### src/rtl/drum_xfer_pkg.sv
package drum_xfer_pkg;

  // Strobes from the sequencer to the datapath
  typedef struct packed {
    logic load;     // latch start parameters, clear check value
    logic capture;  // latch source data
    logic advance;  // word finished: step addresses, count, check value
    logic clobber;  // drum write data is the check value word
  } xfer_strobe_t;

  typedef enum logic [2:0] {
    S_IDLE,
    S_SRC,
    S_DST,
    S_WAIT,
    S_CLOB,
    S_DONE
  } xfer_state_t;

endpackage

### src/rtl/drum_xfer_dp.sv
module drum_xfer_dp
  import drum_xfer_pkg::*;
#(
  parameter int CORE_AW    = 14,
  parameter int DA_W       = 21,
  parameter int WC_W       = 14,
  parameter int DATA_W     = 24,
  parameter int WORD_BITS  = 11,
  parameter int DRUM_WORDS = 84 * 16384
) (
  input  logic                clk,
  input  logic                rstN,
  input  xfer_strobe_t        stb,
  input  logic                startWrite,
  input  logic [CORE_AW-1:0]  startCore,
  input  logic [DA_W-1:0]     startDrum,
  input  logic [WC_W-1:0]     startCount,
  input  logic [DATA_W-1:0]   memRdData,
  input  logic [DATA_W-1:0]   drmRdData,
  output logic [CORE_AW-1:0]  coreAddr,
  output logic [DA_W-1:0]     drumAddr,
  output logic [DATA_W-1:0]   memWrData,
  output logic [DATA_W-1:0]   drmWrData,
  output logic [DATA_W/2-1:0] parity,
  output logic                dirWrite,
  output logic                nextWcZero,
  output logic                nextSectorStart
);

  localparam int PAR_W = DATA_W / 2;
  localparam logic [DA_W-1:0] DA_LAST = DA_W'(DRUM_WORDS - 1);

  logic [WC_W-1:0]   wordCnt;
  logic [DATA_W-1:0] dataReg;
  logic [DA_W-1:0]   drumNext;
  logic [WC_W-1:0]   cntNext;
  logic [PAR_W-1:0]  parMix;
  logic [PAR_W-1:0]  parNext;

  // Drum address steps and wraps at the end of the store
  assign drumNext        = (drumAddr == DA_LAST) ? '0 : drumAddr + 1'b1;
  assign cntNext         = wordCnt - 1'b1;
  assign nextWcZero      = (cntNext == '0);
  assign nextSectorStart = (drumNext[WORD_BITS-1:0] == '0);

  // Check value: fold upper half, rotate left by one, fold lower half
  assign parMix  = parity ^ dataReg[DATA_W-1:PAR_W];
  assign parNext = {parMix[PAR_W-2:0], parMix[PAR_W-1]} ^ dataReg[PAR_W-1:0];

  assign memWrData = dataReg;
  assign drmWrData = stb.clobber ? {parity, {PAR_W{1'b0}}} : dataReg;

  always_ff @(posedge clk) begin
    if (!rstN) begin
      coreAddr <= '0;
      drumAddr <= '0;
      wordCnt  <= '0;
      dataReg  <= '0;
      parity   <= '0;
      dirWrite <= 1'b0;
    end else begin
      if (stb.load) begin
        coreAddr <= startCore;
        drumAddr <= startDrum;
        wordCnt  <= startCount;
        parity   <= '0;
        dirWrite <= startWrite;
      end
      if (stb.capture) begin
        dataReg <= dirWrite ? memRdData : drmRdData;
      end
      if (stb.advance) begin
        coreAddr <= coreAddr + 1'b1;
        drumAddr <= drumNext;
        wordCnt  <= cntNext;
        parity   <= parNext;
      end
    end
  end

  // drum address never leaves the store
  p_da_range_r1: assert property (@(posedge clk) disable iff (!rstN)
    drumAddr <= DA_LAST);

  // addresses and count move only on a word step or a new start
  p_addr_hold_r4: assert property (@(posedge clk) disable iff (!rstN)
    (!stb.advance && !stb.load) |=> ($stable(drumAddr) && $stable(coreAddr) && $stable(wordCnt)));

endmodule

### src/rtl/drum_xfer_ctrl.sv
module drum_xfer_ctrl
  import drum_xfer_pkg::*;
#(
  parameter int WORD_TIME   = 1,
  parameter int GAP_WORDS   = 236,
  parameter bit PAR_CLOBBER = 1'b1
) (
  input  logic         clk,
  input  logic         rstN,
  input  logic         startValid,
  input  logic         drmPresent,
  input  logic         clrErr,
  input  logic         memAck,
  input  logic         drmAck,
  input  logic         dirWrite,
  input  logic         nextWcZero,
  input  logic         nextSectorStart,
  output xfer_strobe_t stb,
  output logic         memReq,
  output logic         memWe,
  output logic         drmReq,
  output logic         drmWe,
  output logic         startReady,
  output logic         donePulse,
  output logic         errFlag
);

  localparam int SHORT_CYC = WORD_TIME;
  localparam int LONG_CYC  = GAP_WORDS * WORD_TIME;
  localparam int CNT_W     = $clog2(LONG_CYC + 1);

  xfer_state_t      state;
  logic [CNT_W-1:0] waitCnt;
  logic             srcAck;
  logic             dstAck;
  logic             errSet;
  logic             clobEn;
  logic             waitOver;

  if (PAR_CLOBBER) begin : g_clob
    assign clobEn = 1'b1;
  end else begin : g_noclob
    assign clobEn = 1'b0;
  end

  assign srcAck   = dirWrite ? memAck : drmAck;
  assign dstAck   = dirWrite ? drmAck : memAck;
  assign waitOver = (state == S_WAIT) && (waitCnt == '0);
  assign errSet   = ((state == S_IDLE) && startValid && !drmPresent) ||
                    (waitOver && !drmPresent);

  assign startReady = (state == S_IDLE);
  assign donePulse  = (state == S_DONE);

  always_comb begin
    stb    = '0;
    memReq = 1'b0;
    memWe  = 1'b0;
    drmReq = 1'b0;
    drmWe  = 1'b0;
    unique case (state)
      S_IDLE: stb.load = startValid && drmPresent;
      S_SRC: begin
        memReq      = dirWrite;
        drmReq      = !dirWrite;
        stb.capture = srcAck;
      end
      S_DST: begin
        drmReq      = dirWrite;
        drmWe       = dirWrite;
        memReq      = !dirWrite;
        memWe       = !dirWrite;
        stb.advance = dstAck;
      end
      S_CLOB: begin
        drmReq      = 1'b1;
        drmWe       = 1'b1;
        stb.clobber = 1'b1;
      end
      default: ;
    endcase
  end

  always_ff @(posedge clk) begin
    if (!rstN) begin
      state   <= S_IDLE;
      waitCnt <= '0;
      errFlag <= 1'b0;
    end else begin
      if (errSet)      errFlag <= 1'b1;
      else if (clrErr) errFlag <= 1'b0;
      unique case (state)
        S_IDLE: if (startValid && drmPresent) state <= S_SRC;
        S_SRC:  if (srcAck) state <= S_DST;
        S_DST: begin
          if (dstAck) begin
            if (nextWcZero) begin
              state <= (clobEn && dirWrite && !nextSectorStart) ? S_CLOB : S_DONE;
            end else begin
              state   <= S_WAIT;
              waitCnt <= nextSectorStart ? CNT_W'(LONG_CYC - 1) : CNT_W'(SHORT_CYC - 1);
            end
          end
        end
        S_WAIT: begin
          if (waitCnt == '0) state <= drmPresent ? S_SRC : S_IDLE;
          else               waitCnt <= waitCnt - 1'b1;
        end
        S_CLOB: if (drmAck) state <= S_DONE;
        S_DONE: state <= S_IDLE;
        default: state <= S_IDLE;
      endcase
    end
  end

  // one port at a time
  p_one_port_r12: assert property (@(posedge clk) disable iff (!rstN)
    !(memReq && drmReq));

  // an unacknowledged request holds with its direction
  p_mem_hold_r12: assert property (@(posedge clk) disable iff (!rstN)
    (memReq && !memAck) |=> (memReq && $stable(memWe)));

  p_drm_hold_r12: assert property (@(posedge clk) disable iff (!rstN)
    (drmReq && !drmAck) |=> (drmReq && $stable(drmWe)));

  // done lasts one cycle and returns to idle
  p_done_single_r8: assert property (@(posedge clk) disable iff (!rstN)
    donePulse |=> (!donePulse && startReady));

  // the error flag only drops on a clear
  p_err_sticky_r10: assert property (@(posedge clk) disable iff (!rstN)
    (errFlag && !clrErr) |=> errFlag);

  // absent store at start gives no request and stays idle
  p_absent_r9: assert property (@(posedge clk) disable iff (!rstN)
    (startReady && startValid && !drmPresent) |=> (startReady && !memReq && !drmReq && errFlag));

endmodule

### src/rtl/drum_xfer_engine.sv
module drum_xfer_engine
  import drum_xfer_pkg::*;
#(
  parameter int WORD_BITS   = 11,
  parameter int SECT_BITS   = 3,
  parameter int TRACK_BITS  = 7,
  parameter int NUM_TRACKS  = 84,
  parameter int GAP_WORDS   = 236,
  parameter int WORD_TIME   = 1,
  parameter int CORE_AW     = 14,
  parameter int WC_W        = 14,
  parameter int DATA_W      = 24,
  parameter bit PAR_CLOBBER = 1'b1,
  localparam int DA_W       = WORD_BITS + SECT_BITS + TRACK_BITS,
  localparam int PAR_W      = DATA_W / 2
) (
  input  logic               clk,
  input  logic               rstN,
  input  logic               startValid,
  input  logic               startWrite,
  input  logic [CORE_AW-1:0] startCore,
  input  logic [DA_W-1:0]    startDrum,
  input  logic [WC_W-1:0]    startCount,
  output logic               startReady,
  input  logic               clrErr,
  input  logic               drmPresent,
  output logic               memReq,
  output logic               memWe,
  output logic [CORE_AW-1:0] memAddr,
  output logic [DATA_W-1:0]  memWrData,
  input  logic               memAck,
  input  logic [DATA_W-1:0]  memRdData,
  output logic               drmReq,
  output logic               drmWe,
  output logic [DA_W-1:0]    drmAddr,
  output logic [DATA_W-1:0]  drmWrData,
  input  logic               drmAck,
  input  logic [DATA_W-1:0]  drmRdData,
  output logic               errFlag,
  output logic               donePulse,
  output logic [PAR_W-1:0]   parityOut
);

  localparam int DRUM_WORDS = NUM_TRACKS * (1 << (WORD_BITS + SECT_BITS));

  xfer_strobe_t stb;
  logic         dirWrite;
  logic         nextWcZero;
  logic         nextSectorStart;

  drum_xfer_ctrl #(
    .WORD_TIME   (WORD_TIME),
    .GAP_WORDS   (GAP_WORDS),
    .PAR_CLOBBER (PAR_CLOBBER)
  ) u_ctrl (
    .clk             (clk),
    .rstN            (rstN),
    .startValid      (startValid),
    .drmPresent      (drmPresent),
    .clrErr          (clrErr),
    .memAck          (memAck),
    .drmAck          (drmAck),
    .dirWrite        (dirWrite),
    .nextWcZero      (nextWcZero),
    .nextSectorStart (nextSectorStart),
    .stb             (stb),
    .memReq          (memReq),
    .memWe           (memWe),
    .drmReq          (drmReq),
    .drmWe           (drmWe),
    .startReady      (startReady),
    .donePulse       (donePulse),
    .errFlag         (errFlag)
  );

  drum_xfer_dp #(
    .CORE_AW    (CORE_AW),
    .DA_W       (DA_W),
    .WC_W       (WC_W),
    .DATA_W     (DATA_W),
    .WORD_BITS  (WORD_BITS),
    .DRUM_WORDS (DRUM_WORDS)
  ) u_dp (
    .clk             (clk),
    .rstN            (rstN),
    .stb             (stb),
    .startWrite      (startWrite),
    .startCore       (startCore),
    .startDrum       (startDrum),
    .startCount      (startCount),
    .memRdData       (memRdData),
    .drmRdData       (drmRdData),
    .coreAddr        (memAddr),
    .drumAddr        (drmAddr),
    .memWrData       (memWrData),
    .drmWrData       (drmWrData),
    .parity          (parityOut),
    .dirWrite        (dirWrite),
    .nextWcZero      (nextWcZero),
    .nextSectorStart (nextSectorStart)
  );

endmodule

### config.mk
export PLATFORM = sky130hd
export DESIGN_NAME = drum_xfer_engine
export DESIGN_NICKNAME = d
export VERILOG_FILES = /design/src/rtl/drum_xfer_pkg.sv /design/src/rtl/drum_xfer_dp.sv /design/src/rtl/drum_xfer_ctrl.sv /design/src/rtl/drum_xfer_engine.sv
export SDC_FILE = /design/constraint.sdc
export NUM_CORES = 1
export LEC_CHECK = 0
export BUFFER_PORTS_ARGS = -buffer_cell sky130_fd_sc_hd__buf_4
export CAP_MARGIN = 20
export CORE_MARGIN = 2
export CORE_UTILIZATION = 46
export DETAILED_ROUTE_END_ITERATION = 8
export MAX_ROUTING_LAYER = met4
export PLACE_DENSITY = 0.79
export SYNTH_ARGS = -nofsm -noshare
export SYNTH_HDL_FRONTEND = slang
export SYNTH_HIERARCHICAL = 1
export SYNTH_SLANG_ARGS = --single-unit
### constraint.sdc
create_clock -name clk -period 3.2 [get_ports clk]
set_input_delay 0.16 -clock clk [delete_from_list [all_inputs] [get_ports clk]]
set_output_delay 0.16 -clock clk [all_outputs]
set_load 0.01 [all_outputs]
==> metrics.yaml <==
wire_per_inst_um: 17.0
place_ws_ps: 365
critPathRequiredTime_ps: 3420
max_freq_mhz: 347
max_slew_margin_pct: 56.0
status: "complete, no violations"
cts_buffers: 9
ir_worst_vdd_mv: 0.358
hold_depth: 3
cts-hold-fix-buffers: 0
grt_pass1_vias: 6091
ys_seq_elements: 98
finalCritPeriodShare_pct: 90.1
reg2reg_setup_slack_ps: 320
drive_above_1_share_pct: 29.6
slew_viol_final: 0
p_leak_nw: 3.29
antenna_left: 0
die_h_um: 119
cts-root-buf: "clkbuf_16"
clock-skew-final_ps: 10.6
wl_um: 19000
worstReg2RegStart: "u_dp/wordCnt[5]"
ys_seq_area_share_pct: 32.1
cap_viol_max_count: 0
cellPowerDensity_nw_per_um2: 651
fin_setup_tns_ps: 0
hold_path_class: "in2reg"
synthFlopType: "dfxtp_1"
clock_sinks: 98
seq_power_share_pct: 34.6
antenna_found_initial: 0
cts_tree: "built"
finalPower_w: 0.00528
fin_cells: 1117
holdCritStartpoint: "startWrite"
critPathKind: "reg2reg"
worst_slack_ps: 316
cts_setup_buffers: 0
drt_iter0_markers: 533
syn_inst: 756
synth.distinct_cells: 76
cts_max_level: 3
p_clk_share_pct: 20.8
intPower_w: 0.00322
start_kind: "register"
grt_max_degree: 50
fin_nets: 1048
period_minus_slack_ps: 2880
core_area_um2: 13100
grt_pass1_wl_um: 30400
p_sw_share_pct: 39.0
fp.dieArea_um2: 14200
vias_per_cell: 5.77
ys.warnings.count: 6
worst_pin_slew_ps: 641
combPwrFrac_pct: 44.6
whs_endpoint: "u_dp/dirWrite"
die_w_um: 119
worstSkewPairLatency_ps: 350
io_buffers: 206
num_rows: 42
finalHoldViolCount: 0
r2r-end: "u_ctrl/waitCnt[0]"
critPathMaxFanout: 10
diodes: 0
grt_overflow: 0
place_congestion: 0.922
avgSynthCellArea_um2: 8.09
gr-usage-all-layers_pct: 27.1
ff2ff_path_depth: 10
post_cts_resized: 0
path_clk_slew_ps: 70
rsz0062_at_grt: "false"
dp_hpwl_um: 13700
drc_errors: 0
clockBufferDepth: 2
synthToLayoutAreaGrowth_pct: 32.8
end_kind: "register"
synth_edf_count: 0
via_count: 6448
place_inst: 1102
synthesis.nets: 867
cp_data_arrival_time_ps: 3100
dr.pass1.iters: 5
p_sw_w: 0.00206
io_pins: 207
finalSetupViolations: 0
synthArstFlopShare_pct: 0
synth_area_um2: 6110
initial_core_util_pct: 46.7
cells by family after synthesis:
kind of cell	Yosys count	synth area share, %
fa+ha+maj	6	1.23
xor+xnor	36	5.16
buf+inv	81	5.51
compound gates	216	24.3
flops	98	32.1
simple gates	268	23.0
mux	51	8.66
through the flow:
stage | area (µm²) | hold WS, ps | util, %
global placement | 7820 | 401 | 59.8
detailed placement | 7820 | 422 | 59.8
finish | 8120 | 64.8 | 62.0
CTS | 8120 | 58.9 | 62.0
global route | 8120 | 85.1 | 62.0
floorplan | 6110 | 288 | -
layout by cell type, fill, tap and decap left out, drive strengths merged, types with 17 or more instances in the layout:
cell type,netlist,final
buf,20,228
dfxtp,98,98
nor2,94,94
a21oi,51,51
nand2,41,41
o21ai,40,40
mux2i,36,36
a211oi,35,35
xnor2,31,31
inv,23,24
nor3,22,22
nand3,20,20
nor2b,17,17
registers in the layout, indices dropped and copies added, names as in the netlist, 3 cells and up:
register,count
u_ctrl/state,3
u_ctrl/waitCnt,8
u_dp/coreAddr,14
u_dp/drumAddr,21
u_dp/memWrData,24
u_dp/parity,12
u_dp/wordCnt,14
critical path, cell delays in order (launching register included):
cell       delay [ps]
dfxtp_1           390
nor4_1            380
nand2_1           180
nor4_1            330
xor2_1            250
a2111oi_1          80
buf_4             170
nor4b_2           310
nand2_1           260
a211oi_1          320
a211oi_2           80
power groups by stage:
stage / Sequential (W) / Combinational (W) / Clock, W
6_report: 0.00183 / 0.00236 / 0.00110
5_1_grt: 0.00187 / 0.00256 / 0.00116
4_1_cts: 0.00182 / 0.00234 / 0.00112
3_5_place_dp: 0.00185 / 0.00233 / 0
3_3_place_gp: 0.00184 / 0.00230 / 0
2_1_floorplan: 0.00179 / 0.00144 / 0
how the worst max path moves through the flow:
| stage | from | to | slack [ps] | cells after the start |
|---|---|---|---|---|
| finish | u_dp/wordCnt[5] | u_ctrl/waitCnt[0] | 320 | 10 |
| global route | u_dp/wordCnt[5] | u_ctrl/waitCnt[0] | 80 | 10 |
| CTS | u_dp/wordCnt[5] | u_ctrl/waitCnt[0] | 350 | 10 |
| detailed placement | u_dp/wordCnt[5] | u_ctrl/waitCnt[0] | 370 | 10 |
| global placement | u_dp/wordCnt[5] | u_ctrl/waitCnt[0] | 440 | 10 |
| floorplan | u_dp/wordCnt[5] | u_ctrl/waitCnt[0] | 80 | 10 |
per-layer routing:
layer / GRT usage (%) / share of wire, % / up-vias
met5: - / 0 / -
met4: 7.66 / 1.1 / 0
met3: 3.93 / 6.3 / 18
met2: 46.2 / 51 / 263
met1: 33.4 / 42 / 3004
li1: - / - / 3163
cells in the mapped netlist, types with 18 or more instances:
library cell | count | share of area, %
dfxtp_1 | 98 | 32
inv_1 | 23 | 1.4
nor2_1 | 94 | 5.8
o21ai_0 | 34 | 2.8
mux2i_1 | 36 | 5.9
a21oi_1 | 49 | 4.0
xnor2_1 | 31 | 4.4
nor3_1 | 18 | 1.5
clkbuf_1 | 38 | 2.3
nand2_1 | 41 | 2.5
nand3_1 | 20 | 1.6
a211oi_1 | 34 | 4.2
layout make-up:
type / count / area, µm²
clock buffer: 11 / 243
clock inverter: 4 / 51.3
fill: 1168 / 4970
inverter: 23 / 86.3
multi-input combinational: 577 / 3830
sequential: 98 / 1960
tap: 176 / 220
timing repair buffer: 228 / 1720
Note: power is estimated with default switching activity, not from simulation.
